`src/rtl/ddr2_init_pkg.sv`:
```
package ddr2_init_pkg;

  typedef enum logic [2:0] {
    CMD_NOP  = 3'd0,
    CMD_PREA = 3'd1,
    CMD_LMR  = 3'd2,
    CMD_ELMR = 3'd3,
    CMD_REF  = 3'd4
  } cmd_e;

  // Payload source selection for the address bus
  typedef enum logic [2:0] {
    PL_ZERO    = 3'd0,
    PL_EMR2    = 3'd1,
    PL_EMR1    = 3'd2,
    PL_MR_RST  = 3'd3,
    PL_MR_RUN  = 3'd4,
    PL_OCD_DEF = 3'd5
  } pl_e;

  typedef enum logic [1:0] {
    WT_SHORT = 2'd0,
    WT_LONG  = 2'd1,
    WT_LOCK  = 2'd2
  } wt_e;

  typedef struct packed {
    cmd_e       cmd;
    logic [1:0] ba;
    pl_e        pl;
    wt_e        wt;
    logic       cke_on;
  } step_t;

  localparam int unsigned N_STEPS = 13;

  function automatic step_t mk_step(cmd_e c, logic [1:0] b, pl_e p, wt_e w, logic k);
    step_t s;
    s.cmd    = c;
    s.ba     = b;
    s.pl     = p;
    s.wt     = w;
    s.cke_on = k;
    return s;
  endfunction

endpackage

```
`src/rtl/ddr2_step_rom.sv`:
```
module ddr2_step_rom
  import ddr2_init_pkg::*;
#(
  parameter int unsigned IW = 4
) (
  input  logic [IW-1:0] idx_i,
  output step_t         step_o
);

  always_comb begin
    case (idx_i)
      IW'(0):  step_o = mk_step(CMD_NOP,  2'b00, PL_ZERO,    WT_SHORT, 1'b0);
      IW'(1):  step_o = mk_step(CMD_NOP,  2'b00, PL_ZERO,    WT_LONG,  1'b1);
      IW'(2):  step_o = mk_step(CMD_PREA, 2'b00, PL_ZERO,    WT_LONG,  1'b0);
      IW'(3):  step_o = mk_step(CMD_ELMR, 2'b10, PL_EMR2,    WT_SHORT, 1'b0);
      IW'(4):  step_o = mk_step(CMD_ELMR, 2'b11, PL_ZERO,    WT_SHORT, 1'b0);
      IW'(5):  step_o = mk_step(CMD_ELMR, 2'b01, PL_EMR1,    WT_LOCK,  1'b0);
      IW'(6):  step_o = mk_step(CMD_LMR,  2'b00, PL_MR_RST,  WT_SHORT, 1'b0);
      IW'(7):  step_o = mk_step(CMD_PREA, 2'b00, PL_ZERO,    WT_SHORT, 1'b0);
      IW'(8):  step_o = mk_step(CMD_REF,  2'b00, PL_ZERO,    WT_SHORT, 1'b0);
      IW'(9):  step_o = mk_step(CMD_REF,  2'b00, PL_ZERO,    WT_SHORT, 1'b0);
      IW'(10): step_o = mk_step(CMD_LMR,  2'b00, PL_MR_RUN,  WT_SHORT, 1'b0);
      IW'(11): step_o = mk_step(CMD_ELMR, 2'b01, PL_OCD_DEF, WT_SHORT, 1'b0);
      IW'(12): step_o = mk_step(CMD_ELMR, 2'b01, PL_EMR1,    WT_SHORT, 1'b0);
      default: step_o = mk_step(CMD_NOP,  2'b00, PL_ZERO,    WT_SHORT, 1'b0);
    endcase
  end

endmodule

```
`src/rtl/ddr2_payload_mux.sv`:
```
module ddr2_payload_mux
  import ddr2_init_pkg::*;
#(
  parameter int unsigned AW          = 14,
  parameter int unsigned DLL_RST_BIT = 8,
  parameter int unsigned OCD_LSB     = 7
) (
  input  pl_e           sel_i,
  input  logic [AW-1:0] mr_i,
  input  logic [AW-1:0] emr1_i,
  input  logic [AW-1:0] emr2_i,
  output logic [AW-1:0] addr_o
);

  localparam logic [AW-1:0] DLL_RST_MASK = AW'(1) << DLL_RST_BIT;
  localparam logic [AW-1:0] OCD_MASK     = AW'(7) << OCD_LSB;
  localparam logic [AW-1:0] DLL_DIS_MASK = AW'(1);

  logic [AW-1:0] emr1_base;

  // Extended register 1 with the DLL enabled and OCD field cleared
  assign emr1_base = emr1_i & ~(OCD_MASK | DLL_DIS_MASK);

  always_comb begin
    case (sel_i)
      PL_EMR2:    addr_o = emr2_i;
      PL_EMR1:    addr_o = emr1_base;
      PL_MR_RST:  addr_o = mr_i | DLL_RST_MASK;
      PL_MR_RUN:  addr_o = mr_i & ~DLL_RST_MASK;
      PL_OCD_DEF: addr_o = emr1_base | OCD_MASK;
      default:    addr_o = '0;
    endcase
  end

endmodule

```
`src/rtl/ddr2_wait_cnt.sv`:
```
module ddr2_wait_cnt #(
  parameter int unsigned CW = 16
) (
  input  logic          clk,
  input  logic          rst,
  input  logic          load_i,
  input  logic [CW-1:0] val_i,
  output logic          zero_o
);

  logic [CW-1:0] cnt_q;

  always_ff @(posedge clk) begin
    if (rst) begin
      cnt_q <= '0;
    end else if (load_i) begin
      cnt_q <= val_i;
    end else if (cnt_q != '0) begin
      cnt_q <= cnt_q - CW'(1);
    end
  end

  assign zero_o = (cnt_q == '0);

endmodule

```
`src/rtl/ddr2_pwrup_seq.sv`:
```
module ddr2_pwrup_seq
  import ddr2_init_pkg::*;
#(
  parameter int unsigned AW          = 14,
  parameter int unsigned CW          = 16,
  parameter int unsigned DLL_RST_BIT = 8,
  parameter int unsigned OCD_LSB     = 7
) (
  input  logic          clk,
  input  logic          rst,
  input  logic          start_i,
  input  logic [CW-1:0] wait_short_i,
  input  logic [CW-1:0] wait_long_i,
  input  logic [CW-1:0] wait_lock_i,
  input  logic [AW-1:0] mr_i,
  input  logic [AW-1:0] emr1_i,
  input  logic [AW-1:0] emr2_i,
  output logic [2:0]    cmd_o,
  output logic [1:0]    ba_o,
  output logic [AW-1:0] addr_o,
  output logic          cke_o,
  output logic          busy_o,
  output logic          done_o
);

  localparam int unsigned   IW       = $clog2(N_STEPS);
  localparam logic [IW-1:0] LAST_IDX = IW'(N_STEPS - 1);

  typedef enum logic [1:0] {ST_IDLE, ST_RUN, ST_DONE} state_e;

  state_e        state_q;
  logic [IW-1:0] step_q;
  logic [IW-1:0] idx;
  step_t         step;
  logic [AW-1:0] payload;
  logic [CW-1:0] wait_sel;
  logic          timer_zero;
  logic          fire_first;
  logic          fire_next;
  logic          fire;
  logic          finish;

  assign fire_first = (state_q == ST_IDLE) && start_i;
  assign fire_next  = (state_q == ST_RUN) && timer_zero && (step_q != LAST_IDX);
  assign finish     = (state_q == ST_RUN) && timer_zero && (step_q == LAST_IDX);
  assign fire       = fire_first || fire_next;
  assign idx        = fire_first ? '0 : step_q + IW'(1);

  ddr2_step_rom #(.IW(IW)) u_rom (
    .idx_i  (idx),
    .step_o (step)
  );

  ddr2_payload_mux #(
    .AW          (AW),
    .DLL_RST_BIT (DLL_RST_BIT),
    .OCD_LSB     (OCD_LSB)
  ) u_pl (
    .sel_i  (step.pl),
    .mr_i   (mr_i),
    .emr1_i (emr1_i),
    .emr2_i (emr2_i),
    .addr_o (payload)
  );

  always_comb begin
    case (step.wt)
      WT_LONG: wait_sel = wait_long_i;
      WT_LOCK: wait_sel = wait_lock_i;
      default: wait_sel = wait_short_i;
    endcase
  end

  ddr2_wait_cnt #(.CW(CW)) u_wait (
    .clk    (clk),
    .rst    (rst),
    .load_i (fire),
    .val_i  (wait_sel),
    .zero_o (timer_zero)
  );

  always_ff @(posedge clk) begin
    if (rst) begin
      state_q <= ST_IDLE;
      step_q  <= '0;
      cmd_o   <= CMD_NOP;
      ba_o    <= 2'b00;
      addr_o  <= '0;
      cke_o   <= 1'b0;
      busy_o  <= 1'b0;
      done_o  <= 1'b0;
    end else begin
      cmd_o  <= CMD_NOP;
      ba_o   <= 2'b00;
      addr_o <= '0;
      if (fire) begin
        state_q <= ST_RUN;
        step_q  <= idx;
        cmd_o   <= step.cmd;
        ba_o    <= step.ba;
        addr_o  <= payload;
        busy_o  <= 1'b1;
        if (step.cke_on) begin
          cke_o <= 1'b1;
        end
      end
      if (finish) begin
        state_q <= ST_DONE;
        busy_o  <= 1'b0;
        done_o  <= 1'b1;
      end
    end
  end

endmodule

```
`config.mk`:
```
export PLATFORM = sky130hd
export DESIGN_NAME = ddr2_pwrup_seq
export DESIGN_NICKNAME = d
export VERILOG_FILES = /design/src/rtl/ddr2_init_pkg.sv /design/src/rtl/ddr2_step_rom.sv /design/src/rtl/ddr2_payload_mux.sv /design/src/rtl/ddr2_wait_cnt.sv /design/src/rtl/ddr2_pwrup_seq.sv
export SDC_FILE = /design/constraint.sdc
export NUM_CORES = 1
export LEC_CHECK = 0
export BUFFER_PORTS_ARGS = -buffer_cell sky130_fd_sc_hd__buf_2
export CORE_UTILIZATION = 50
export DETAILED_ROUTE_END_ITERATION = 10
export PLACE_DENSITY = 0.83
export SETUP_SLACK_MARGIN = 0.3
export SKIP_LAST_GASP = 1
export SLEW_MARGIN = 10
export SYNTH_ARGS = -nofsm -noshare
export SYNTH_HDL_FRONTEND = slang
export SYNTH_HIERARCHICAL = 1
export SYNTH_SLANG_ARGS = --single-unit
```
`constraint.sdc`:
```
create_clock -name clk -period 4.3 [get_ports clk]
set_input_delay 1.29 -clock clk [delete_from_list [all_inputs] [get_ports clk]]
set_output_delay 1.29 -clock clk [all_outputs]
set_load 0.02 [all_outputs]
```
# Word level (Yosys, flattened, before mapping)
# Memory sizes are Yosys's and may differ from the RTL's.
# Index checks and enable logic that the tools add are counted.
[classes]
add_sub_neg = 2
n_mul = 0
div = 0
n_lt_le_gt_ge = 0
n_eq_ne = 10
shift = 0
muxes = 7
bitwise = 1
reduce_logical = 13
[op_table]
columns = ["operator", "count"]
rows = [
  ["case mux 14 bit (5 select lines)", 1],
  ["2-to-1 mux 16 bit", 2],
  ["case mux 16 bit (2 select lines)", 1],
  ["logical NOT 16 bit", 1],
  ["nonzero test 16 bit", 1],
  ["subtractor 16 x 1 -> 16 bit (second input constant)", 1],
  ["== test 3 x 2 -> 1 bit (second input constant)", 2],
  ["== test 3 bit (second input constant)", 2],
  ["adder 4 x 1 -> 4 bit (second input constant)", 1],
  ["== test 2 x 1 -> 1 bit (second input constant)", 2],
  ["== test 4 bit (second input constant)", 1],
  ["logical AND 1 bit", 4],
  ["2-to-1 mux 2 bit", 2],
  ["2-to-1 mux 4 bit", 1],
  ["inequality test 4 bit (second input constant)", 1],
  ["nonzero test 2 bit", 2],
  ["OR reduction 2 bit", 2],
  ["== test 3 x 1 -> 1 bit (second input constant)", 1],
  ["== test 2 bit (second input constant)", 1],
  ["logical NOT 2 bit", 1],
  ["AND reduction 2 bit", 1],
  ["logical OR 1 bit", 1],
  ["inverter 1 bit", 1],
]
[word_totals]
ff_bits = 43
latch_bits = 0
ramBits = 0
mem_bits_ro = 176
in_bits = 93
output_inout_bits = 22
wordCells = 43
n_memories = 1
[memory_table]
columns = ["name", "words", "word_bits", "rd", "rd_clocked_by_memory_dff", "write_ports", "line_no", "rtl"]
rows = [
  ["(name not given)", 16, 11, 1, 0, 0, "ddr2_step_rom.sv:11", "case (idx_i)"],
]

# Logic depth before layout (Yosys ltp)
# An unclocked memory read counts as a cell.
[depth]
ltp_word = 7
depth_mapped = 16
ltp_nobuf = 14

# Modules after synthesis
# Netlist, hierarchy kept.
[modules_own_cells]
columns = ["mod", "instances", "cells_per_inst", "area_each_um2", "seq_area_each_um2"]
rows = [
  ["ddr2_pwrup_seq", 1, 150, 1313.8, 540.5],
  ["ddr2_wait_cnt", 1, 112, 902.1, 320.3],
  ["ddr2_payload_mux", 1, 75, 674.4, 0.0],
  ["ddr2_step_rom", 1, 29, 251.5, 0.0],
]

# Worst setup path before layout
# OpenSTA, ideal clock, no wires.
[synth_path]
kind = "input to register"
startpoint = "in start_i"
endpoint = "reg u_wait.cnt_q[15]"
setup_time_ns = 0.122
t_arrival_ns = 3.507
required_ns = 4.178
slack_ns = 0.671
path_stages = 14
n_path_buf = 1
cell_sequence = "nor3b_4 -> and2b_1 -> inv_1 -> ha_1 -> nand2b_1 -> nor2_1 -> inv_1 -> ha_1 -> clkbuf_1 -> nand2_1 -> o21ai_0 -> mux2i_1 -> a211oi_1 -> a311o_1"
[synth_lines]
columns = ["item", "line_no", "rtl"]
rows = [
  ["start, declared", "ddr2_pwrup_seq.sv:11", "input logic start_i,"],
  ["end signal, assigned", "ddr2_wait_cnt.sv:17", "cnt_q <= val_i;"],
  ["end signal, assigned", "ddr2_wait_cnt.sv:19", "cnt_q <= cnt_q - CW'(1);"],
  ["end, declared", "ddr2_wait_cnt.sv:11", "logic [CW-1:0] cnt_q;"],
]

==> results.cfg <==
[sta]
hold_viol_final = 0
timing.fmax_mhz = 269
grt_setup_unrepaired = no
timing.max_slew.rel_slack_pct = 60.6
layout_min_cycle_time_ns = 3.72
maxSlewViolCount = 0
worst-slew-pin-transition_ns = 0.591
worst_slack_ns = 0.580
finClkSkew_ns = 0.00315
fin_tns_setup_ns = 0
min_period_over_period_pct = 86.5
setup-violations-final = 0
hold_slack_ns = 0.509

[die]
placementRows = 28
dieArea_sq_mm = 0.00660
floorplan.initialDensity_pct = 52.4
placeableCoreArea_sq_mm = 0.00599
chipHeight_um = 81.3
dieWidth_um = 81.3
pin_count = 115

[worst_setup_path]
crit_path_cells = buf_2, nor3b_4, and2b_1, inv_1, ha_1, nand2b_1, nor2_1, ha_1, a22oi_1, o21ai_0, mux2i_1, a211oi_1, a311o_1
worst-endpoint-required_ns = 4.53
timing.critical_path.mode_cell = ha_1
critical-path-top-delay-family = simple AND/OR/NAND/NOR gates
worst_setup_path_start_kind = primary input
timing.critical_path.arrival_ns = 3.95
criticalPathCategory = in -> reg
worst_setup_slack_for_register_to_register_paths_ns = 1.10
max_stage_delay_cell_worst_path = ha_1
crit_path_max_incr_delay_ns = 0.39
worstPathBufferInverterCount = 2
critPathCaptureType = register
worst_path_maximum_fanout = 9

[grt]
grt_start_max_net_pins = 25
grt_pass1_wl_um = 12000
first_global_vias = 2731
grt_antenna_before_repair = 0
track_usage_pct = 23.2
gr-total-overflow = 0

[finish]
final_common_cell = buf_2
drive_gt1_share_pct = 36.2
area.growth.synth_to_final_pct = 22.3
mostFrequentLayoutCells = buf_2, nand2_1, dfxtp_1
final_net_count = 575
antenna_cells_inserted = 0
layout.core_utilization_pct = 64.1
post-route-cell-area_sq_mm = 0.00384
layoutNonFillerInstCount = 547

[placed_design]
numPlacedInstances = 539
io_buf_count = 109
preCtsSetupSlack_ns = 0.237
dpl-instance-area_sq_mm = 0.00374
hpwlAfterDp_um = 5880
gp_congestion = 0.839

[status]
run_status = finished clean

[pwr]
design_power_total_mw = 1.51
peak_ir_drop_on_the_vdd_network_mv = 0.232
power-per-cell-area_mw_per_mm2 = 393
cellLeakagePower_nw = 1.69

[yosys]
synth-main-ff-cell = dfxtp_1
asyncSetResetFlopFracSynth_pct = 0
synth_enable_flop_cells = 0
synthDistinctLibCells = 60
synth_warnings = 6
synthesis.area_sq_mm = 0.00314
postSynthCellCount = 366
postSynthNetCount = 470
ys_seq_elements = 43
seq_area_frac_synth_pct = 27.4
syn-mean-instance-area_sq_um = 8.58

[clocking]
cts_hold_buffers_added = 0
worst_skew_pair_latency_ns = 0.29
cts.root.buffer_cell = clkbuf_8
clkSlewWorstSetupHoldPaths_ns = 0.08
max-clock-path-buffers = 2
cts-buffers-inserted = 5
cts-htree-levels = 2
clock_sink_count = 43
tritoncts = built

[routing]
vias = 3026
finalWirelength_um = 7770
post_drt_antenna_nets = 0
post_drt_via_cell_ratio = 5.53
firstDrtPassIters = 5
drc_markers = 0
drt-initial-drc-count = 208
routedWlPerCell_um = 14.2

[flow_run]
cap_viol_max_count = 0

[worst_hold_path]
hold_path.class = reg -> reg
report_power, final:
group | internal (mW) | total (mW) | switching, mW
logic | 0.300 | 0.659 | 0.358
clock network | 0.147 | 0.284 | 0.137
registers | 0.472 | 0.567 | 0.0950
total | 0.919 | 1.51 | 0.590
logic make-up (layout without fill, tap and decap cells):
logic type                 Yosys count  after routing  synth area share [%]
buffers and inverters               38            144                  6.93
xor gates and xnor gates            13             13                  3.62
DFF                                 43             43                  27.4
muxes                               28             28                  11.4
adders and majority gates           11             11                  4.38
and+or+nand+nor                    146            146                  25.2
AOI/OAI and AO/OA                   87             87                  21.0
per-layer routing:
metal / global-route usage, % / vias up / share of wire, %
met5: 0 / - / 0
met4: 7.32 / 0 / 1.4
met3: 4.83 / 10 / 5.5
met2: 42.9 / 116 / 51
met1: 26.1 / 1385 / 42
li1: - / 1515 / -
repair_timing:
action / CTS / global route
buffers inserted: 0 / 0
resized for setup: 0 / 1
endpoints found under the setup margin: 0 / 3
worst paths after layout:
| kind | end | from | depth (start not counted) |
|---|---|---|---|
| worst max register to register | u_wait/cnt_q[15] | step_q[0] | 13 |
| worst min register to register | done_o | done_o | 2 |
| worst max-delay path | u_wait/cnt_q[15] | start_i | 13 |
| worst min-delay path | done_o | done_o | 2 |
area by class of cell:
class                           instances  area (sq um)
Clock buffer                            8           100
Fill cell                             529          2150
Inverter                               14          52.6
Multi-Input combinational cell        285          2080
Sequential cell                        43           861
Tap cell                               75          93.8
Timing Repair Buffer                  122           656
synth_stat cells (all sizes together), types with 11 or more instances:
| cell | count | share of area [%] |
|---|---|---|
| inv | 14 | 1.7 |
| o21ai | 32 | 5.1 |
| a22oi | 18 | 4.3 |
| buf | 14 | 3.9 |
| nand2 | 59 | 7.2 |
| and2 | 19 | 4.6 |
| dfxtp | 43 | 27 |
| ha | 11 | 4.4 |
| mux2i | 16 | 5.1 |
| nor2 | 20 | 2.4 |
registers in the layout, indices dropped and copies added, names as in the netlist:
name	count
u_wait/cnt_q	16
step_q	4
cmd_o	3
addr_o	14
state_q	2
done_o	1
cke_o	1
ba_o	2
worst register-to-register path, cell delays in order, from the launching register on:
cell	delay, ns
dfxtp_1	0.44
inv_1	0.09
ha_1	0.30
and2b_1	0.28
inv_1	0.13
ha_1	0.29
nand2b_1	0.07
nor2_1	0.23
ha_1	0.39
a22oi_1	0.14
o21ai_0	0.22
mux2i_1	0.11
a211oi_1	0.28
a311o_1	0.18
Note: power is estimated with default switching activity, not from simulation.
